## config.mk

```make
export PLATFORM = sky130hd
export DESIGN_NAME = pfd_pump_ctrl
export DESIGN_NICKNAME = d
export VERILOG_FILES = /design/src/rtl/pfd_pump_pkg.sv /design/src/rtl/pfd_core.sv /design/src/rtl/pfd_mode_seq.sv /design/src/rtl/pfd_out_stage.sv /design/src/rtl/pfd_pump_ctrl.sv
export SDC_FILE = /design/constraint.sdc
export NUM_CORES = 1
export LEC_CHECK = 0
export ABC_AREA = 1
export CAP_MARGIN = 20
export CORE_UTILIZATION = 46
export CTS_CLUSTER_SIZE = 12
export DETAILED_ROUTE_END_ITERATION = 12
export PLACE_DENSITY = 0.83
export SLEW_MARGIN = 15
export SYNTH_ARGS = -nofsm -noshare
export SYNTH_HDL_FRONTEND = slang
export SYNTH_SLANG_ARGS = --single-unit
```

## constraint.sdc

```tcl
create_clock -name clk -period 2.15 [get_ports clk]
set_clock_uncertainty 0.2 [all_clocks]
set_input_delay 0.645 -clock clk [delete_from_list [all_inputs] [get_ports clk]]
set_output_delay 0.645 -clock clk [all_outputs]
set_load 0.02 [all_outputs]
```

## src/rtl/pfd_pump_pkg.sv

```systemverilog
package pfd_pump_pkg;

    typedef enum logic [1:0] {
        PFD_IDLE     = 2'd0,
        PFD_LEAD_REF = 2'd1,
        PFD_LEAD_FB  = 2'd2,
        PFD_ALIGN    = 2'd3
    } pfd_state_e;

    typedef enum logic [1:0] {
        MODE_RUN       = 2'd0,
        MODE_SYNC_WAIT = 2'd1,
        MODE_CNT_RST   = 2'd2,
        MODE_PDN       = 2'd3
    } mode_state_e;

endpackage

```

## src/rtl/pfd_core.sv

```systemverilog
module pfd_core
    import pfd_pump_pkg::*;
#(
    parameter int MIN_PW = 2
) (
    input  logic clk,
    input  logic rst_n,
    input  logic clr_i,
    input  logic no_start_i,
    input  logic ref_i,
    input  logic fb_i,
    output logic raw_up_o,
    output logic raw_dn_o,
    output logic busy_o
);

    localparam int CNT_W = (MIN_PW > 1) ? $clog2(MIN_PW) : 1;
    localparam logic [CNT_W-1:0] CNT_LOAD = CNT_W'(MIN_PW - 1);

    pfd_state_e       st, st_nx;
    logic [CNT_W-1:0] cnt, cnt_nx;
    logic             pend_r, pend_r_nx;
    logic             pend_f, pend_f_nx;
    logic             any_r, any_f;

    assign any_r = pend_r | ref_i;
    assign any_f = pend_f | fb_i;

    always_comb begin
        st_nx     = st;
        cnt_nx    = cnt;
        pend_r_nx = pend_r;
        pend_f_nx = pend_f;
        if (clr_i) begin
            st_nx     = PFD_IDLE;
            cnt_nx    = '0;
            pend_r_nx = 1'b0;
            pend_f_nx = 1'b0;
        end else begin
            unique case (st)
                PFD_IDLE: begin
                    if (!no_start_i) begin
                        if (ref_i && fb_i) begin
                            st_nx  = PFD_ALIGN;
                            cnt_nx = CNT_LOAD;
                        end else if (ref_i) begin
                            st_nx = PFD_LEAD_REF;
                        end else if (fb_i) begin
                            st_nx = PFD_LEAD_FB;
                        end
                    end
                end
                PFD_LEAD_REF: begin
                    if (fb_i) begin
                        st_nx  = PFD_ALIGN;
                        cnt_nx = CNT_LOAD;
                    end
                end
                PFD_LEAD_FB: begin
                    if (ref_i) begin
                        st_nx  = PFD_ALIGN;
                        cnt_nx = CNT_LOAD;
                    end
                end
                PFD_ALIGN: begin
                    if (cnt != '0) begin
                        cnt_nx    = cnt - 1'b1;
                        pend_r_nx = any_r;
                        pend_f_nx = any_f;
                    end else begin
                        pend_r_nx = 1'b0;
                        pend_f_nx = 1'b0;
                        if (no_start_i) begin
                            st_nx = PFD_IDLE;
                        end else if (any_r && any_f) begin
                            st_nx  = PFD_ALIGN;
                            cnt_nx = CNT_LOAD;
                        end else if (any_r) begin
                            st_nx = PFD_LEAD_REF;
                        end else if (any_f) begin
                            st_nx = PFD_LEAD_FB;
                        end else begin
                            st_nx = PFD_IDLE;
                        end
                    end
                end
                default: st_nx = PFD_IDLE;
            endcase
        end
    end

    always_ff @(posedge clk or negedge rst_n) begin
        if (!rst_n) begin
            st     <= PFD_IDLE;
            cnt    <= '0;
            pend_r <= 1'b0;
            pend_f <= 1'b0;
        end else begin
            st     <= st_nx;
            cnt    <= cnt_nx;
            pend_r <= pend_r_nx;
            pend_f <= pend_f_nx;
        end
    end

    always_comb begin
        raw_up_o = 1'b0;
        raw_dn_o = 1'b0;
        unique case (st)
            PFD_IDLE:     ;
            PFD_LEAD_REF: raw_up_o = 1'b1;
            PFD_LEAD_FB:  raw_dn_o = 1'b1;
            PFD_ALIGN: begin
                raw_up_o = 1'b1;
                raw_dn_o = 1'b1;
            end
            default: ;
        endcase
        busy_o = (st != PFD_IDLE);
    end


    both_align_chk: assert property (@(posedge clk) disable iff (!rst_n)
        (st == PFD_IDLE && ref_i && fb_i && !clr_i && !no_start_i) |=> (raw_up_o && raw_dn_o));


    lead_hold_chk: assert property (@(posedge clk) disable iff (!rst_n)
        (st == PFD_LEAD_REF && !fb_i && !clr_i) |=> (raw_up_o && !raw_dn_o));

endmodule

```

## src/rtl/pfd_mode_seq.sv

```systemverilog
module pfd_mode_seq
    import pfd_pump_pkg::*;
(
    input  logic clk,
    input  logic rst_n,
    input  logic chip_en_i,
    input  logic cnt_reset_i,
    input  logic pwr_down_i,
    input  logic busy_i,
    output logic allow_o,
    output logic no_start_o,
    output logic hold_o
);

    mode_state_e st, st_nx;
    logic async_req, sync_req, rst_req;

    assign async_req = !chip_en_i || (cnt_reset_i && pwr_down_i);
    assign sync_req  = chip_en_i && !cnt_reset_i && pwr_down_i;
    assign rst_req   = chip_en_i && cnt_reset_i && !pwr_down_i;

    always_comb begin
        st_nx = st;
        if (async_req) begin
            st_nx = MODE_PDN;
        end else if (rst_req) begin
            st_nx = MODE_CNT_RST;
        end else if (sync_req) begin
            unique case (st)
                MODE_RUN:       st_nx = busy_i ? MODE_SYNC_WAIT : MODE_PDN;
                MODE_SYNC_WAIT: st_nx = busy_i ? MODE_SYNC_WAIT : MODE_PDN;
                MODE_CNT_RST:   st_nx = MODE_PDN;
                MODE_PDN:       st_nx = MODE_PDN;
                default:        st_nx = MODE_PDN;
            endcase
        end else begin
            st_nx = MODE_RUN;
        end
    end

    always_ff @(posedge clk or negedge rst_n) begin
        if (!rst_n) st <= MODE_RUN;
        else        st <= st_nx;
    end

    always_comb begin
        allow_o    = 1'b0;
        no_start_o = sync_req;
        hold_o     = async_req;
        unique case (st)
            MODE_RUN:       allow_o = !async_req;
            MODE_SYNC_WAIT: begin
                allow_o    = !async_req;
                no_start_o = 1'b1;
            end
            MODE_CNT_RST:   hold_o = 1'b1;
            MODE_PDN:       hold_o = 1'b1;
            default:        hold_o = 1'b1;
        endcase
    end


    async_pdn_chk: assert property (@(posedge clk) disable iff (!rst_n)
        async_req |=> (st == MODE_PDN));


    sync_wait_chk: assert property (@(posedge clk) disable iff (!rst_n)
        (st == MODE_RUN && sync_req && busy_i) |=> (st == MODE_SYNC_WAIT));

endmodule

```

## src/rtl/pfd_out_stage.sv

```systemverilog
module pfd_out_stage (
    input  logic allow_i,
    input  logic raw_up_i,
    input  logic raw_dn_i,
    input  logic polarity_i,
    input  logic pump_off_i,
    input  logic test_route_i,
    input  logic ref_i,
    input  logic fb_i,
    output logic up_o,
    output logic dn_o,
    output logic oe_o,
    output logic test_o
);

    always_comb begin
        up_o   = 1'b0;
        dn_o   = 1'b0;
        oe_o   = 1'b0;
        test_o = 1'b0;
        if (allow_i) begin
            if (test_route_i) begin
                oe_o   = 1'b1;
                test_o = polarity_i ? fb_i : ref_i;
            end else if (!pump_off_i) begin
                up_o = polarity_i ? raw_up_i : raw_dn_i;
                dn_o = polarity_i ? raw_dn_i : raw_up_i;
                oe_o = raw_up_i | raw_dn_i;
            end
        end
    end

endmodule

```

## src/rtl/pfd_pump_ctrl.sv

```systemverilog
module pfd_pump_ctrl #(
    parameter int MIN_PW = 2
) (
    input  logic clk,
    input  logic rst_n,
    input  logic ref_pulse_i,
    input  logic fb_pulse_i,
    input  logic polarity_i,
    input  logic pump_off_i,
    input  logic test_route_i,
    input  logic cnt_reset_i,
    input  logic pwr_down_i,
    input  logic chip_en_i,
    output logic pump_up_o,
    output logic pump_dn_o,
    output logic pump_oe_o,
    output logic test_o,
    output logic div_hold_o
);

    logic allow, no_start, busy, raw_up, raw_dn, pfd_clr;

    assign pfd_clr = !allow || pump_off_i || test_route_i;

    pfd_mode_seq i_mode (
        .clk        (clk),
        .rst_n      (rst_n),
        .chip_en_i  (chip_en_i),
        .cnt_reset_i(cnt_reset_i),
        .pwr_down_i (pwr_down_i),
        .busy_i     (busy),
        .allow_o    (allow),
        .no_start_o (no_start),
        .hold_o     (div_hold_o)
    );

    pfd_core #(.MIN_PW(MIN_PW)) i_core (
        .clk       (clk),
        .rst_n     (rst_n),
        .clr_i     (pfd_clr),
        .no_start_i(no_start),
        .ref_i     (ref_pulse_i),
        .fb_i      (fb_pulse_i),
        .raw_up_o  (raw_up),
        .raw_dn_o  (raw_dn),
        .busy_o    (busy)
    );

    pfd_out_stage i_out (
        .allow_i     (allow),
        .raw_up_i    (raw_up),
        .raw_dn_i    (raw_dn),
        .polarity_i  (polarity_i),
        .pump_off_i  (pump_off_i),
        .test_route_i(test_route_i),
        .ref_i       (ref_pulse_i),
        .fb_i        (fb_pulse_i),
        .up_o        (pump_up_o),
        .dn_o        (pump_dn_o),
        .oe_o        (pump_oe_o),
        .test_o      (test_o)
    );


    ce_off_chk: assert property (@(posedge clk) disable iff (!rst_n)
        !chip_en_i |-> (!pump_up_o && !pump_dn_o && !pump_oe_o && div_hold_o));


    test_quiet_chk: assert property (@(posedge clk) disable iff (!rst_n)
        (chip_en_i && !pwr_down_i && !cnt_reset_i && test_route_i) |-> (!pump_up_o && !pump_dn_o));

endmodule

```

After elaboration in Yosys (flattened, before gate mapping)

Index checks and enable logic that the tools add are counted.

Memories kept: 0
Latch bits: 0
Memory bits (writable): 0
Register bits after elaboration: 7
Bits in read-only memories: 0

Div/mod/pow operators: 0
Multiply operators: 0
Mux-type cells: 52
Eq/ne operators: 12
Bitwise gates (word level): 3
Magnitude comparators: 0
Reductions and logical operators: 25
Shift operators: 0
$add $sub $neg: 1

Operators by type and width:

| kind                  | number |
|---|---|
| $mux W1               | 33 |
| $mux W2               | 16 |
| $ne A3 B2 Y1 const B  | 4 |
| $eq A2 B2 Y1 const B  | 4 |
| $pmux W2 S4           | 1 |
| $reduce_or A2 Y1      | 4 |
| $logic_and A1 B1 Y1   | 7 |
| $logic_not A1 Y1      | 5 |
| $ne A5 B3 Y1 const B  | 1 |
| $reduce_and A5 Y1     | 1 |
| $eq A2 B1 Y1 const B  | 2 |
| $logic_not A2 Y1      | 2 |
| $pmux W1 S4           | 1 |
| $pmux W2 S2           | 1 |
| $reduce_and A4 Y1     | 1 |
| $reduce_bool A2 Y1    | 2 |
| $logic_or A1 B1 Y1    | 3 |
| $ne A3 B1 Y1 const B  | 1 |
| $or A1 B1 Y1          | 3 |
| $sub A1 B1 Y1 const B | 1 |

Longest topological paths before layout

Gate-level depths: netlist of the first run.

Word-level depth: 9
Depth in mapped cells: 9
Mapped depth without buffers: 9

By module

From an unflattened synthesis of the first run, not the netlist that was laid out.

Cells, all modules: 114
Area, all modules: 660.6 um2

Modules (own cells, without submodules):

| module        | seq. area each (um2) | instances | area each (um2) | cells an instance |
|---|---|---|---|---|
| pfd_core      | 125.1                | 1         | 451.7           | 73 |
| pfd_mode_seq  | 50.0                 | 1         | 107.6           | 16 |
| pfd_out_stage | 0.0                  | 1         | 88.8            | 22 |
| pfd_pump_ctrl | 0.0                  | 1         | 12.5            | 3 |

Worst setup path before layout of the first run

OpenSTA, ideal clock, no wires.

Path type: input-to-output
Start: input port cnt_reset_i
End: output port test_o
Cell stages on the path: 3
Arrival: 1953 ps
Required time: 1305 ps
Setup slack: -648 ps
Cells stage by stage: nand2_1 -> nand3_4 -> a2111oi_0

Word-level cells in the longest chain between the ends: 5

Ends and longest elaborated chain:

| element             | line                                   | RTL |
|---|---|---|
| start: declaration  | pfd_pump_ctrl.sv:11                    | `input logic cnt_reset_i,` |
| $logic_and A1 B1 Y1 | pfd_mode_seq.sv:18                     | `assign async_req = !chip_en_i \|\| (cnt_reset_i && pwr_down_i);` |
| $logic_or A1 B1 Y1  | pfd_mode_seq.sv:18                     |  |
| $logic_not A1 Y1    | pfd_mode_seq.sv:51, pfd_mode_seq.sv:53 |  |
| $mux W1             | n/a                                    |  |
| $mux W1             | pfd_out_stage.sv:21                    | `if (allow_i) begin` |
| end: declaration    | pfd_pump_ctrl.sv:17                    | `output logic test_o,` |

No other way between the ends.

Worst setup path after layout of the first run

Start: input port pump_off_i
End: output port pump_up_o

Word-level cells in the longest chain between the ends: 3

Ends and longest elaborated chain:

| element            | line                | RTL |
|---|---|---|
| start: declaration | pfd_pump_ctrl.sv:9  | `input logic pump_off_i,` |
| $mux W1            | pfd_out_stage.sv:25 | `end else if (!pump_off_i) begin` |
| $mux W1            | pfd_out_stage.sv:22 | `if (test_route_i) begin` |
| $mux W1            | pfd_out_stage.sv:21 |  |
| end: declaration   | pfd_pump_ctrl.sv:14 | `output logic pump_up_o,` |

No other way between the ends.

==> flow_metrics.env, run 1 <==
export IMPL_clkTransAtPathRegs_ns=0.06
export IMPL_internal_power_uw=237.2
export IMPL_synth_warnings=0
export IMPL_worst_path_max_fanout=3
export IMPL_r2r_start="i_core.st[0]$_DFFE_PN0P_"
export IMPL_seq_area_um2=175.2
export IMPL_final_antenna_net_count=0
export IMPL_setup_viol=4
export IMPL_place_gp_congestion=0.8295
export IMPL_gr_total_overflow=0
export IMPL_cts_setup_buffers=0
export IMPL_core_area_um2=1156
export IMPL_grt_pass1_vias=690
export IMPL_first_pass_iters=4
export IMPL_io_pins=15
export IMPL_status="finished, violations left"
export IMPL_io_buffer_count=14
export IMPL_drcViolationCount=0
export IMPL_syn2layout_area_growth_pct=62.63
export IMPL_grt_pass1_wl_um=2973
export IMPL_multi_input_comb_area_um2=462.9
export IMPL_seqPwrFrac=0.396
export IMPL_power_switching_uw=103.5
export IMPL_worst_slew_pin_slew_ns=0.3254
export IMPL_power_leakage_uw=0.0004682
export IMPL_reg2reg_depth=8
export IMPL_arrival_ns=1.35
export IMPL_cp_start_kind="input pin"
export IMPL_worst_slack_ns=-0.04470
export IMPL_fillers=70
export IMPL_worst_r2r_endpoint="i_core.st[1]$_DFFE_PN0P_"
export IMPL_initial_core_util=0.5184
export IMPL_violations="setup timing"
export IMPL_grt_use_total=0.3247
export IMPL_grt_setup_unrepaired="yes"
export IMPL_ys_ff_latch=7
export IMPL_syn_nets=101
export IMPL_ys_types=18
export IMPL_whs_endpoint="i_core.pend_f$_DFFE_PN0P_"
export IMPL_max_freq_mhz=455.6
export IMPL_drt_total_wl_um=1985
export IMPL_cap_violations=0
export IMPL_end_kind="output port"
export IMPL_nets=135
export IMPL_hold_ws_ns=0.3314
export IMPL_dp_hpwl_um=1258
export IMPL_wire_per_inst_um=14.92
export IMPL_final_util=0.8431
export IMPL_first_iter_violations=23
export IMPL_yosysSeqAreaShare=0.2923
export IMPL_grt_start_max_net_pins=8
export IMPL_cts_buffers_inserted=3
export IMPL_cts_hold_buffers_added=0
export IMPL_swShare=0.3038
export IMPL_p_comb_frac=0.226
export IMPL_place_ws_ns=-0.9362
export IMPL_drv_slew=0
export IMPL_crit_type="in -> out"
export IMPL_drive_gt1_frac=0.4538
export IMPL_postSynthCellCount=86
export IMPL_antenna_found_initial=0
export IMPL_cts_tree="done"
export IMPL_hp_start="i_core.pend_f$_DFFE_PN0P_"
export IMPL_min_period_ns=2.195
export IMPL_p_clk_frac=0.379
export IMPL_syn_cell_area_um2=599.3
export IMPL_maxSlewHeadroom=0.7824
export IMPL_diodes=0
export IMPL_viasPerCell=5.391
export IMPL_fin_area_um2=974.7
export IMPL_cts_path_max_buffers=2
export IMPL_htree_levels=1
export IMPL_hold_class="reg -> reg"
export IMPL_final_cell_mix="19 x nand2_1, 15 x buf_4, 9 x inv_1, 9 x nor2_1, 9 x buf_6"
export IMPL_die_y_um=38.10
export IMPL_vias=717
export IMPL_ir_drop_uv=437.4
export IMPL_finalCritPeriodShare=1.021
export IMPL_die_area_um2=1451
export IMPL_placed_area_um2=908.4
export IMPL_rows=12
export IMPL_holdPathStages=2
export IMPL_die_w_um=38.10
export IMPL_crit_required_ns=1.30
export IMPL_finalHoldViolCount=0
export IMPL_root_buffer="clkbuf_4"
export IMPL_clock_sinks=7
export IMPL_final_common_cell="nand2_1"
export IMPL_rrSetupSlack_ns=0.39
export IMPL_syn_area_per_cell_um2=6.969
export IMPL_clock_latency_ns=0.27
export IMPL_powerDensity_nw_per_um2=349.6
cells in the mapped netlist (all sizes together):
| library cell | instances | area share |
|---|---|---|
| inv | 12 | 0.075 |
| o21ai | 7 | 0.065 |
| dfrtp | 7 | 0.29 |
| nor2 | 17 | 0.13 |
| a21boi | 1 | 0.013 |
| ha | 5 | 0.10 |
| nand2 | 22 | 0.15 |
| a2111oi | 1 | 0.015 |
| nand3 | 8 | 0.096 |
| or2 | 1 | 0.015 |
| nand4 | 2 | 0.021 |
| a21oi | 3 | 0.025 |
kinds of logic after synthesis:
logic type | after synthesis | synth area share
and+or+nand+nor | 50 | 0.4113
AOI/OAI and AO/OA | 12 | 0.1169
buffers and inverters | 12 | 0.07515
DFF | 7 | 0.2923
adders and majority gates | 5 | 0.1044
power groups by stage:
stage	combinational [µW]	clock [µW]	sequential, µW
after global placement	67.0	0	137
after floorplan	26.2	0	137
after global routing	82.0	135	135
final	77.0	129	135
after detailed placement	69.3	0	137
after CTS	70.2	128	135
timing repair:
action | 4_1_cts | 5_1_grt
resized for setup | 73 | 9
setup endpoints to repair | 5 | 4
pin swaps | 6 | 2
flip-flops by register name, summed over array words and instances (netlist names):
name / cells
i_core.st: 2
i_core.pend_f: 1
i_core.pend_r: 1
i_core.cnt: 1
i_mode.st: 2
worst max-delay path, cell delays in order:
cell    delay (ns)
buf_6         0.09
or2_4         0.26
nor2_8        0.10
inv_4         0.05
nor2_4        0.08
buf_6         0.12
layer usage:
| metal | track usage | wire length, µm | vias to the layer above |
|---|---|---|---|
| met5 | 0 | 0 | - |
| met3 | 0.08140 | 138 | 14 |
| li1 | - | - | 342 |
| met1 | 0.3222 | 700 | 316 |
| met4 | 0.2679 | 114 | 0 |
| met2 | 0.5593 | 1031 | 45 |
worst max path at each step:
stage	from	end	cells after the start
after CTS	pump_off_i	pump_up_o	6
final	pump_off_i	pump_up_o	6
after floorplan	cnt_reset_i	pump_dn_o	5
after global placement	polarity_i	pump_up_o	6
after detailed placement	polarity_i	pump_up_o	6
after global routing	pwr_down_i	test_o	5
cell type report:
class | count | area share
clock buffers | 3 | 0.02311
clock inverters | 1 | 0.005135
inverters | 12 | 0.04878
multi-input cells | 67 | 0.4750
flip-flops and latches | 7 | 0.1797
well taps | 14 | 0.01797
repair buffers | 29 | 0.2503
stage by stage:
stage | TNS, ns | total power (µW) | std cells
2_1_floorplan | 0 | 163.2 | 86
6_report | -0.1452 | 340.7 | 133
3_3_place_gp | -4.342 | 203.9 | 129
5_1_grt | -0.2771 | 352.0 | 133
3_5_place_dp | -4.535 | 206.3 | 129
4_1_cts | -0.1870 | 332.5 | 133
Power figures use the tool's default switching activity.
==> run 2: changes to the inputs <==
--- a/config.mk
+++ b/config.mk
@@ -11,6 +11,7 @@
 export CTS_CLUSTER_SIZE = 12
 export DETAILED_ROUTE_END_ITERATION = 12
 export PLACE_DENSITY = 0.83
+export SKIP_CTS_REPAIR_TIMING = 1
 export SLEW_MARGIN = 15
 export SYNTH_ARGS = -nofsm -noshare
 export SYNTH_HDL_FRONTEND = slang
==> run 2 against run 1 <==
The run still ends with setup timing left; register-to-register slack improved by 0.03 ns; die area unchanged; critical endpoint is now test_o; highest routed layer unchanged; largest cell class unchanged; core utilization up 0.97 points.
==> flow_metrics.env, run 2 (same netlist as run 1, synthesis figures left out) <==
export IMPL_root_buffer="clkbuf_4"
export IMPL_rows=12
export IMPL_final_antenna_net_count=0
export IMPL_cap_violations=0
export IMPL_clock_sinks=7
export IMPL_gr_total_overflow=0
export IMPL_first_pass_iters=4
export IMPL_hp_start="i_core.cnt$_DFFE_PN0P_"
export IMPL_cts_path_max_buffers=2
export IMPL_largestRegisters="i_core.st: 2 flops, i_mode.st: 2 flops"
export IMPL_drt_total_wl_um=2105
export IMPL_place_ws_ns=-0.9362
export IMPL_clock_latency_ns=0.26
export IMPL_worst_slack_ns=-0.1302
export IMPL_worst_slew_pin_slew_ns=0.3372
export IMPL_grt_start_max_net_pins=8
export IMPL_nets=136
export IMPL_die_area_um2=1451
export IMPL_stdcell_count=134
export IMPL_dpl_cell_count=129
export IMPL_drive_gt1_frac=0.4250
export IMPL_die_y_um=38.10
export IMPL_antenna_found_initial=0
export IMPL_r2r_start="i_core.st[0]$_DFFE_PN0P_"
export IMPL_end_kind="output port"
export IMPL_finalCritPeriodShare=1.061
export IMPL_worst_path_max_fanout=2
export IMPL_vias=773
export IMPL_fin_area_um2=985.9
export IMPL_ir_drop_uv=493.1
export IMPL_diodes=0
export IMPL_cts_tree="done"
export IMPL_io_buffer_count=14
export IMPL_cp_start_kind="input pin"
export IMPL_grt_pass1_wl_um=2421
export IMPL_max_freq_mhz=438.6
export IMPL_wire_per_inst_um=15.71
export IMPL_finalHoldViolCount=0
export IMPL_power_total_uw=336.1
export IMPL_initial_core_util=0.5184
export IMPL_maxSlewHeadroom=0.7745
export IMPL_htree_levels=1
export IMPL_grt_use_total=0.2617
export IMPL_cts_buffers_inserted=3
export IMPL_crit_type="in -> out"
export IMPL_hold_ws_ns=0.3285
export IMPL_drcViolationCount=0
export IMPL_placed_area_um2=908.4
export IMPL_io_pins=15
export IMPL_grt_setup_unrepaired="yes"
export IMPL_hold_class="reg -> reg"
export IMPL_min_period_ns=2.280
export IMPL_syn2layout_area_growth_pct=64.51
export IMPL_clkTransAtPathRegs_ns=0.05
export IMPL_setup_viol=4
export IMPL_power_leakage_uw=0.0004981
export IMPL_core_area_um2=1156
export IMPL_final_cell_mix="19 x nand2_1, 15 x buf_4, 10 x inv_1"
export IMPL_die_w_um=38.10
export IMPL_first_iter_violations=63
export IMPL_status="finished, violations left"
export IMPL_powerDensity_nw_per_um2=340.9
export IMPL_grt_pass1_vias=599
export IMPL_violations="setup timing"
export IMPL_arrival_ns=1.44
export IMPL_drv_slew=0
export IMPL_cp_startpoint="pwr_down_i"
export IMPL_crit_required_ns=1.30
export IMPL_dp_hpwl_um=1258
export IMPL_final_common_cell="nand2_1"
export IMPL_place_gp_congestion=0.8295
export IMPL_viasPerCell=5.769
==> run 2: cell count changes in the layout (fill, tap and decap cells not counted) <==
cell,change
buf_12,+1
buf_2,-4
buf_6,-1
clkbuf_2,+3
dlymetal6s2s_1,+2
ha_1,+1
ha_2,-1
inv_1,+1
inv_2,-1
nor2_2,+3
nor2_4,-3
==> run 2: path summary, 6_finish.rpt <==
path	end	slack, ns	cells past startpoint
max	test_o	-0.13	5
min	i_core.cnt$_DFFE_PN0P_	0.33	2
max reg2reg	i_core.st[0]$_DFFE_PN0P_	0.42	8
min reg2reg	i_core.cnt$_DFFE_PN0P_	0.33	2
max in group asynchronous	i_mode.st[0]$_DFF_PN0_	1.05	1
min in group asynchronous	i_core.st[0]$_DFFE_PN0P_	0.45	1
==> run 2: where the power goes <==
part	switching, µW	internal, µW	leakage (µW)
combinational	42.6	35.2	0.000391
clock	55.1	68.3	0.0000177
sequential	1.11	134	0.0000896
total	98.7	237	0.000498
==> run 2: layout make-up <==
| cell class | count | area [µm²] |
|---|---|---|
| Clock inverter | 1 | 5.005 |
| Sequential cell | 7 | 175.2 |
| Tap cell | 14 | 17.52 |
| Fill cell | 59 | 170.2 |
| Multi-Input combinational cell | 67 | 445.4 |
| Inverter | 12 | 47.55 |
| Clock buffer | 3 | 22.52 |
| Timing Repair Buffer | 30 | 272.8 |
==> run 2: metal layers <==
| layer | up-vias | share of wire | global-route usage |
|---|---|---|---|
| li1 | 345 | - | - |
| met1 | 342 | 0.37 | 0.3074 |
| met2 | 64 | 0.48 | 0.4195 |
| met3 | 22 | 0.077 | 0.05233 |
| met4 | 0 | 0.070 | 0.1875 |
| met5 | - | 0 | 0 |
==> run 2: critical path, cell delays in order <==
cell       delay (ns)
buf_6            0.10
nand2_4          0.06
nand3_4          0.09
a2111oi_4        0.34
buf_4            0.20
==> run 2: stage by stage <==
stage,setup TNS (ns),util
after global routing,-0.5655,0.8528
after global placement,-4.342,0.7857
after CTS,-4.445,0.8095
after floorplan,0,-
after detailed placement,-4.535,0.7857
final,-0.3978,0.8528
==> run 3: changes to the inputs <==
--- a/config.mk
+++ b/config.mk
@@ -8,6 +8,7 @@
 export ABC_AREA = 1
 export CAP_MARGIN = 20
 export CORE_UTILIZATION = 46
+export CTS_CLUSTER_DIAMETER = 60
 export CTS_CLUSTER_SIZE = 12
 export DETAILED_ROUTE_END_ITERATION = 12
 export PLACE_DENSITY = 0.83
==> results of run 3 <==
Same layout as run 2: the final DEF is identical, and so are final timing and power.
